`config.mk`:
```
export PLATFORM = sky130hd
export DESIGN_NAME = gpio_dual_bank
export DESIGN_NICKNAME = d
export VERILOG_FILES = /design/src/rtl/gpio_dual_pkg.sv /design/src/rtl/gpio_pad_sync.sv /design/src/rtl/gpio_bank_regs.sv /design/src/rtl/gpio_dual_bank.sv
export SDC_FILE = /design/constraint.sdc
export NUM_CORES = 1
export LEC_CHECK = 0
export BUFFER_PORTS_ARGS = -buffer_cell sky130_fd_sc_hd__buf_2
export CAP_MARGIN = 15
export CORE_MARGIN = 2
export CORE_UTILIZATION = 25
export CTS_CLUSTER_SIZE = 10
export DETAILED_ROUTE_END_ITERATION = 8
export GPL_ROUTABILITY_DRIVEN = 0
export PLACE_DENSITY = 0.43
export SLEW_MARGIN = 5
export SYNTH_ARGS = -nofsm -noshare
export SYNTH_HDL_FRONTEND = slang
export SYNTH_HIERARCHICAL = 1
export SYNTH_SLANG_ARGS = --single-unit
```
`constraint.sdc`:
```
create_clock -name clk -period 3.94 [get_ports clk]
set_input_delay 0.394 -clock clk [delete_from_list [all_inputs] [get_ports clk]]
set_output_delay 0.394 -clock clk [all_outputs]
set_load 0.005 [all_outputs]
```
`src/rtl/gpio_dual_pkg.sv`:
```
package gpio_dual_pkg;

    localparam int MAX_PINS = 32;
    localparam int DATA_W   = 8;
    localparam int ADDR_W   = 8;

    // Register select; the first eight values follow the 4-byte stride of the map.
    typedef enum logic [3:0] {
        SEL_EN    = 4'd0,
        SEL_DIR   = 4'd1,
        SEL_LVL   = 4'd2,
        SEL_RISE  = 4'd3,
        SEL_FALL  = 4'd4,
        SEL_ROUTE = 4'd5,
        SEL_SMI   = 4'd6,
        SEL_STAT  = 4'd7,
        SEL_NMI   = 4'd8,
        SEL_NONE  = 4'd15
    } reg_sel_e;

    typedef struct packed {
        logic     hit;
        logic     bank;      // 0 core, 1 resume
        reg_sel_e sel;
        logic [1:0] byte_idx;
    } host_acc_t;

    typedef struct packed {
        logic [MAX_PINS-1:0] en;
        logic [MAX_PINS-1:0] dir;
        logic [MAX_PINS-1:0] lvl;
        logic [MAX_PINS-1:0] rise;
        logic [MAX_PINS-1:0] fall;
        logic [MAX_PINS-1:0] route;
        logic [MAX_PINS-1:0] smi;
        logic [MAX_PINS-1:0] nmi;
    } bank_cfg_t;

    function automatic host_acc_t decode_addr(input logic [ADDR_W-1:0] a);
        host_acc_t r;
        r.hit      = 1'b0;
        r.bank     = 1'b0;
        r.sel      = SEL_NONE;
        r.byte_idx = a[1:0];
        if (a[7:6] == 2'b00) begin
            r.hit  = 1'b1;
            r.bank = a[5];
            r.sel  = reg_sel_e'({1'b0, a[4:2]});
        end else if (a[7:3] == 5'b01000) begin
            r.hit  = 1'b1;
            r.bank = a[2];
            r.sel  = SEL_NMI;
        end
        return r;
    endfunction

    function automatic logic [MAX_PINS-1:0] pin_mask(input int n);
        if (n >= MAX_PINS) return '1;
        return (32'd1 << n) - 32'd1;
    endfunction

    function automatic logic [MAX_PINS-1:0] put_byte(input logic [MAX_PINS-1:0] old,
                                                     input logic [1:0] idx,
                                                     input logic [DATA_W-1:0] d);
        logic [MAX_PINS-1:0] r;
        r = old;
        r[idx*8 +: 8] = d;
        return r;
    endfunction

    function automatic logic [DATA_W-1:0] get_byte(input logic [MAX_PINS-1:0] v,
                                                   input logic [1:0] idx);
        return v[idx*8 +: 8];
    endfunction

endpackage

```
`src/rtl/gpio_pad_sync.sv`:
```
module gpio_pad_sync #(
    parameter int NPINS = 2
) (
    input  logic             clk,
    input  logic             rst,
    input  logic [NPINS-1:0] pad_i,
    output logic [NPINS-1:0] sync_o,
    output logic [NPINS-1:0] rise_o,
    output logic [NPINS-1:0] fall_o
);
    for (genvar i = 0; i < NPINS; i++) begin : g_pin
        logic meta_q, sync_q, prev_q;
        always_ff @(posedge clk) begin
            if (rst) begin
                meta_q <= 1'b0;
                sync_q <= 1'b0;
                prev_q <= 1'b0;
            end else begin
                meta_q <= pad_i[i];
                sync_q <= meta_q;
                prev_q <= sync_q;
            end
        end
        assign sync_o[i] = sync_q;
        assign rise_o[i] = sync_q & ~prev_q;
        assign fall_o[i] = ~sync_q & prev_q;
    end
endmodule

```
`src/rtl/gpio_bank_regs.sv`:
```
module gpio_bank_regs
    import gpio_dual_pkg::*;
#(
    parameter int NPINS = 2
) (
    input  logic                clk,
    input  logic                rst,
    input  logic                wr_i,
    input  reg_sel_e            sel_i,
    input  logic [1:0]          byte_i,
    input  logic [DATA_W-1:0]   wdata_i,
    input  logic [NPINS-1:0]    sync_i,
    input  logic [NPINS-1:0]    rise_i,
    input  logic [NPINS-1:0]    fall_i,
    output logic [DATA_W-1:0]   rdata_o,
    output logic [NPINS-1:0]    pad_out_o,
    output logic [NPINS-1:0]    pad_oe_o,
    output logic                irq_req_o
);
    localparam logic [MAX_PINS-1:0] PIN_MASK = pin_mask(NPINS);

    bank_cfg_t           cfg_q;
    logic [MAX_PINS-1:0] stat_q;
    logic [MAX_PINS-1:0] sync_w, rise_w, fall_w;
    logic [MAX_PINS-1:0] clr_w, evt_w, lvl_view, oe_w;
    logic [MAX_PINS-1:0] wr_val;

    assign sync_w = MAX_PINS'(sync_i);
    assign rise_w = MAX_PINS'(rise_i);
    assign fall_w = MAX_PINS'(fall_i);

    always_comb begin
        case (sel_i)
            SEL_EN:    wr_val = put_byte(cfg_q.en,    byte_i, wdata_i);
            SEL_DIR:   wr_val = put_byte(cfg_q.dir,   byte_i, wdata_i);
            SEL_LVL:   wr_val = put_byte(cfg_q.lvl,   byte_i, wdata_i);
            SEL_RISE:  wr_val = put_byte(cfg_q.rise,  byte_i, wdata_i);
            SEL_FALL:  wr_val = put_byte(cfg_q.fall,  byte_i, wdata_i);
            SEL_ROUTE: wr_val = put_byte(cfg_q.route, byte_i, wdata_i);
            SEL_SMI:   wr_val = put_byte(cfg_q.smi,   byte_i, wdata_i);
            SEL_NMI:   wr_val = put_byte(cfg_q.nmi,   byte_i, wdata_i);
            default:   wr_val = '0;
        endcase
        wr_val = wr_val & PIN_MASK;
    end

    always_ff @(posedge clk) begin
        if (rst) begin
            cfg_q     <= '0;
            cfg_q.dir <= PIN_MASK;
        end else if (wr_i) begin
            case (sel_i)
                SEL_EN:    cfg_q.en    <= wr_val;
                SEL_DIR:   cfg_q.dir   <= wr_val;
                SEL_LVL:   cfg_q.lvl   <= wr_val;
                SEL_RISE:  cfg_q.rise  <= wr_val;
                SEL_FALL:  cfg_q.fall  <= wr_val;
                SEL_ROUTE: cfg_q.route <= wr_val;
                SEL_SMI:   cfg_q.smi   <= wr_val;
                SEL_NMI:   cfg_q.nmi   <= wr_val;
                default: ;
            endcase
        end
    end

    // Sticky status: write-one clears, a same-cycle event takes priority.
    assign clr_w = (wr_i && sel_i == SEL_STAT) ? put_byte('0, byte_i, wdata_i) : '0;
    assign evt_w = cfg_q.en & cfg_q.dir & ((rise_w & cfg_q.rise) | (fall_w & cfg_q.fall));

    always_ff @(posedge clk) begin
        if (rst) stat_q <= '0;
        else     stat_q <= ((stat_q & ~clr_w) | evt_w) & PIN_MASK;
    end

    assign lvl_view = ((cfg_q.dir & sync_w) | (~cfg_q.dir & cfg_q.lvl)) & PIN_MASK;

    always_comb begin
        case (sel_i)
            SEL_EN:    rdata_o = get_byte(cfg_q.en,    byte_i);
            SEL_DIR:   rdata_o = get_byte(cfg_q.dir,   byte_i);
            SEL_LVL:   rdata_o = get_byte(lvl_view,    byte_i);
            SEL_RISE:  rdata_o = get_byte(cfg_q.rise,  byte_i);
            SEL_FALL:  rdata_o = get_byte(cfg_q.fall,  byte_i);
            SEL_ROUTE: rdata_o = get_byte(cfg_q.route, byte_i);
            SEL_SMI:   rdata_o = get_byte(cfg_q.smi,   byte_i);
            SEL_STAT:  rdata_o = get_byte(stat_q,      byte_i);
            SEL_NMI:   rdata_o = get_byte(cfg_q.nmi,   byte_i);
            default:   rdata_o = '0;
        endcase
    end

    assign oe_w      = cfg_q.en & ~cfg_q.dir;
    assign pad_oe_o  = oe_w[NPINS-1:0];
    assign pad_out_o = cfg_q.lvl[NPINS-1:0];
    assign irq_req_o = |(stat_q & cfg_q.route);
endmodule

```
`src/rtl/gpio_dual_bank.sv`:
```
module gpio_dual_bank
    import gpio_dual_pkg::*;
#(
    parameter int CORE_PINS = 2,
    parameter int RES_PINS  = 6
) (
    input  logic                 clk,
    input  logic                 rst,
    input  logic [ADDR_W-1:0]    host_addr,
    input  logic                 host_wr,
    input  logic [DATA_W-1:0]    host_wdata,
    output logic [DATA_W-1:0]    host_rdata,
    input  logic [CORE_PINS-1:0] core_pad_in,
    output logic [CORE_PINS-1:0] core_pad_out,
    output logic [CORE_PINS-1:0] core_pad_oe,
    input  logic [RES_PINS-1:0]  res_pad_in,
    output logic [RES_PINS-1:0]  res_pad_out,
    output logic [RES_PINS-1:0]  res_pad_oe,
    output logic                 irq
);
    host_acc_t         acc;
    logic              core_wr, res_wr, core_req, res_req;
    logic [DATA_W-1:0] core_rd, res_rd;

    logic [CORE_PINS-1:0] core_sync, core_rise, core_fall;
    logic [RES_PINS-1:0]  res_sync,  res_rise,  res_fall;

    assign acc     = decode_addr(host_addr);
    assign core_wr = host_wr && acc.hit && !acc.bank;
    assign res_wr  = host_wr && acc.hit &&  acc.bank;

    gpio_pad_sync #(.NPINS(CORE_PINS)) u_core_sync (
        .clk(clk), .rst(rst), .pad_i(core_pad_in),
        .sync_o(core_sync), .rise_o(core_rise), .fall_o(core_fall)
    );

    gpio_bank_regs #(.NPINS(CORE_PINS)) u_core_regs (
        .clk(clk), .rst(rst), .wr_i(core_wr), .sel_i(acc.sel),
        .byte_i(acc.byte_idx), .wdata_i(host_wdata),
        .sync_i(core_sync), .rise_i(core_rise), .fall_i(core_fall),
        .rdata_o(core_rd), .pad_out_o(core_pad_out), .pad_oe_o(core_pad_oe),
        .irq_req_o(core_req)
    );

    gpio_pad_sync #(.NPINS(RES_PINS)) u_res_sync (
        .clk(clk), .rst(rst), .pad_i(res_pad_in),
        .sync_o(res_sync), .rise_o(res_rise), .fall_o(res_fall)
    );

    gpio_bank_regs #(.NPINS(RES_PINS)) u_res_regs (
        .clk(clk), .rst(rst), .wr_i(res_wr), .sel_i(acc.sel),
        .byte_i(acc.byte_idx), .wdata_i(host_wdata),
        .sync_i(res_sync), .rise_i(res_rise), .fall_i(res_fall),
        .rdata_o(res_rd), .pad_out_o(res_pad_out), .pad_oe_o(res_pad_oe),
        .irq_req_o(res_req)
    );

    assign host_rdata = !acc.hit ? '0 : (acc.bank ? res_rd : core_rd);
    assign irq        = core_req | res_req;
endmodule

```
==> flow_metrics.env <==
export IMPL_status="finished, final reports clean"
export IMPL_cts_buffers=9
export IMPL_clock_sinks=96
export IMPL_fin_tns_setup_ps=0
export IMPL_yosysSeqAreaShare_pct=31.5
export IMPL_leakage_nw=2.46
export IMPL_cp_slowest_cell="nor2b_1"
export IMPL_die_h_microns=160
export IMPL_wl_per_cell_microns=19.6
export IMPL_cts_hold_buf=0
export IMPL_crit_type="primary input to output port"
export IMPL_syn_cell_area_sq_mm=0.00610
export IMPL_fillCellCount=2667
export IMPL_worstPathArrival_ps=3150
export IMPL_powerDensity_mw_per_mm2=328
export IMPL_ys_warn_count=6
export IMPL_dpl_hpwl_mm=15.5
export IMPL_rsz0062_at_grt="no"
export IMPL_placementRows=57
export IMPL_area_delta_synth_final_pct=12.8
export IMPL_drt_vias_per_instance=5.15
export IMPL_postCtsSetupBuffers=0
export IMPL_crit_chain="buf_2 -> o31ai_1 -> nor2b_1 -> nand2b_2 -> buf_4 -> nor2_1 -> buf_4 -> a211oi_1 -> a211oi_1 -> a211oi_1 -> nor2_1 -> o21ai_0 -> a21oi_1 -> buf_2"
export IMPL_hold_class="primary input to flop"
export IMPL_drt_iter0_drc=553
export IMPL_final_nets=789
export IMPL_setup_viol=0
export IMPL_irDropWorstVdd_mv=0.156
export IMPL_cts_htree_levels=3
export IMPL_cp_data_required_time_ps=3550
export IMPL_drive_above_1_share_pct=18.7
export IMPL_cp_start_kind="primary input"
export IMPL_core_area_sq_mm=0.0241
export IMPL_clkTransAtPathRegs_ps=70
export IMPL_port_buffers=47
export IMPL_cp_end_kind="output port"
export IMPL_finalHoldViolations=0
export IMPL_max_freq_ghz=0.282
export IMPL_clock_path_buffers=2
export IMPL_grt_pass1_vias=5230
export IMPL_firstDrtPassIters=5
export IMPL_wirelength_mm=21.3
export IMPL_layout_common_cells="dfxtp_1 (96), nor2_1 (65), nor2b_1 (55)"
export IMPL_maxSlewViolCount=0
export IMPL_final_common_cell="dfxtp_1"
export IMPL_tightest_slew_ps=750
export IMPL_synth_edff_count=0
export IMPL_async_flop_share_pct=0
export IMPL_drc_errors=0
export IMPL_gr_usage_all_layers_pct=16.6
export IMPL_total_power_mw=2.25
export IMPL_period_share_pct=90.1
export IMPL_clock_skew_ps=7.29
export IMPL_synthFlopType="dfxtp_1"
export IMPL_synth_seq_cells=96
export IMPL_synth_avg_cell_area_sq_um=8.19
export IMPL_grt_pass1_wl_mm=32.6
export IMPL_netlist_instances=745
export IMPL_fin_crit_ps=3550
export IMPL_grt_overflow=0
export IMPL_die_area_sq_mm=0.0257
export IMPL_cts_resized=0
export IMPL_ys_types=84
export IMPL_cts_tree="done"
export IMPL_drv_cap=0
export IMPL_fp_dieW_microns=160
export IMPL_cpMostUsedCell="a211oi_1"
export IMPL_cpPeakStageDelay_ps=390
export IMPL_slew_headroom_pct=50.0
export IMPL_worstPathMaxFanout=31
export IMPL_antenna_cells=0
export IMPL_initial_core_util_pct=25.3
export IMPL_cts_root_buffer="clkbuf_16"
export IMPL_antenna_found_initial=0
export IMPL_grt_max_degree=73
export IMPL_ant_nets=0
export IMPL_clk_insertion_delay_late_ps=360
export IMPL_vias=5607
export IMPL_ios=52
## metrics by stage
step | util (%) | hold slack (ps) | setup slack (ps) | instance area (sq um) | std cells
floorplan | - | 411 | 854 | 6120 | 751
global placement | 27.1 | 417 | 386 | 6540 | 1073
detailed placement | 27.1 | 418 | 367 | 6540 | 1073
CTS | 28.5 | 223 | 355 | 6880 | 1089
global route | 28.5 | 241 | 50.4 | 6880 | 1089
finish | 28.5 | 236 | 391 | 6880 | 1089
## metal layers
layer | up-vias | share of wire, % | global-route usage [%]
li1 | 2727 | - | -
met1 | 2691 | 50 | 24.0
met2 | 161 | 44 | 24.9
met3 | 28 | 3.9 | 2.31
met4 | 0 | 2.6 | 6.51
met5 | - | 0 | 0
## flip-flops by register name, summed over array words and instances (netlist names)
name                      flops
u_res_sync/g_pin.meta_q       6
u_core_sync/g_pin.sync_q      2
u_res_regs/pad_out_o          6
u_core_sync/g_pin.meta_q      2
u_core_sync/g_pin.prev_q      2
u_core_regs/stat_q            2
u_res_regs/stat_q             6
u_res_regs/cfg_q             42
u_core_regs/cfg_q            14
u_core_regs/pad_out_o         2
u_res_sync/g_pin.sync_q       6
u_res_sync/g_pin.prev_q       6
## synthesized netlist by cell type (5+ instances only)
| master | instances | area share (%) |
|---|---|---|
| dfxtp_1 | 96 | 32 |
| a22oi_1 | 5 | 0.62 |
| o221ai_2 | 5 | 1.2 |
| nand2_1 | 43 | 2.6 |
| a32oi_1 | 5 | 0.72 |
| mux2i_1 | 11 | 1.8 |
| nor3_1 | 9 | 0.74 |
| clkbuf_1 | 15 | 0.92 |
| nor3_2 | 5 | 0.82 |
| buf_6 | 5 | 0.92 |
| a211oi_1 | 28 | 3.4 |
| and3_1 | 7 | 0.72 |
| nand2b_1 | 15 | 1.5 |
| inv_1 | 20 | 1.2 |
| buf_2 | 15 | 1.2 |
| nand3b_1 | 9 | 1.1 |
| a32o_1 | 6 | 0.98 |
| and2b_1 | 8 | 0.98 |
| nand3_1 | 30 | 2.5 |
| o21ai_0 | 51 | 4.2 |
| a22o_1 | 9 | 1.3 |
| nor3b_1 | 5 | 0.62 |
| nor2_1 | 65 | 4.0 |
| mux2_2 | 7 | 1.3 |
| buf_4 | 32 | 3.9 |
| nand4_1 | 10 | 1.0 |
| a21o_1 | 6 | 0.74 |
| a211oi_2 | 9 | 1.8 |
| a21oi_1 | 53 | 4.3 |
| a31oi_1 | 11 | 1.1 |
| nor2b_1 | 55 | 5.6 |
## area by class of cell
| class | count | area [sq um] | share of cell area [%] |
|---|---|---|---|
| multi-input combinational | 561 | 3690 | 53.6 |
| tap | 324 | 405 | 5.89 |
| sequential | 96 | 1920 | 27.9 |
| timing repair buffer | 70 | 445 | 6.47 |
| clock inverter | 5 | 85.1 | 1.24 |
| clock buffer | 11 | 253 | 3.67 |
| inverter | 22 | 82.6 | 1.20 |
## worst paths after layout
check / from / endpoint / slack (ps) / depth (start not counted)
setup reg to reg: u_res_regs/cfg_q[66] / u_res_regs/cfg_q[34] / 2140 / 5
hold / removal: core_pad_in[1] / u_core_sync/g_pin[1].meta_q / 240 / 2
hold reg to reg: u_res_sync/g_pin[5].meta_q / u_res_sync/g_pin[5].sync_q / 430 / 1
setup / recovery: host_addr[5] / host_rdata[4] / 390 / 14
## power breakdown
| group | leakage, nW | internal [mW] | switching, mW |
|---|---|---|---|
| logic | 1.52 | 0.0862 | 0.166 |
| clock network | 0.163 | 0.596 | 0.419 |
| registers | 0.777 | 0.980 | 0.00630 |
## logic make-up (layout without fill, tap and decap cells)
kind of cell | Yosys count | in the layout | synth area share, %
AND/OR/NAND/NOR | 295 | 295 | 27.3
AO/OA/AOI/OAI | 236 | 236 | 28.3
flip-flops | 96 | 96 | 31.5
buffers and inverters | 94 | 108 | 8.70
multiplexers | 18 | 18 | 3.10
adder cells (fa/ha/maj) | 2 | 2 | 0.410
other | 2 | 8 | 0.123
XOR/XNOR | 2 | 2 | 0.595
## worst max-delay path, delay by kind of cell
| family | cells | cell delay [ps] |
|---|---|---|
| buffers and inverters | 4 | 790 |
| AND/OR/NAND/NOR | 4 | 940 |
| AO/OA/AOI/OAI | 6 | 1010 |
Power figures use the tool's default switching activity.
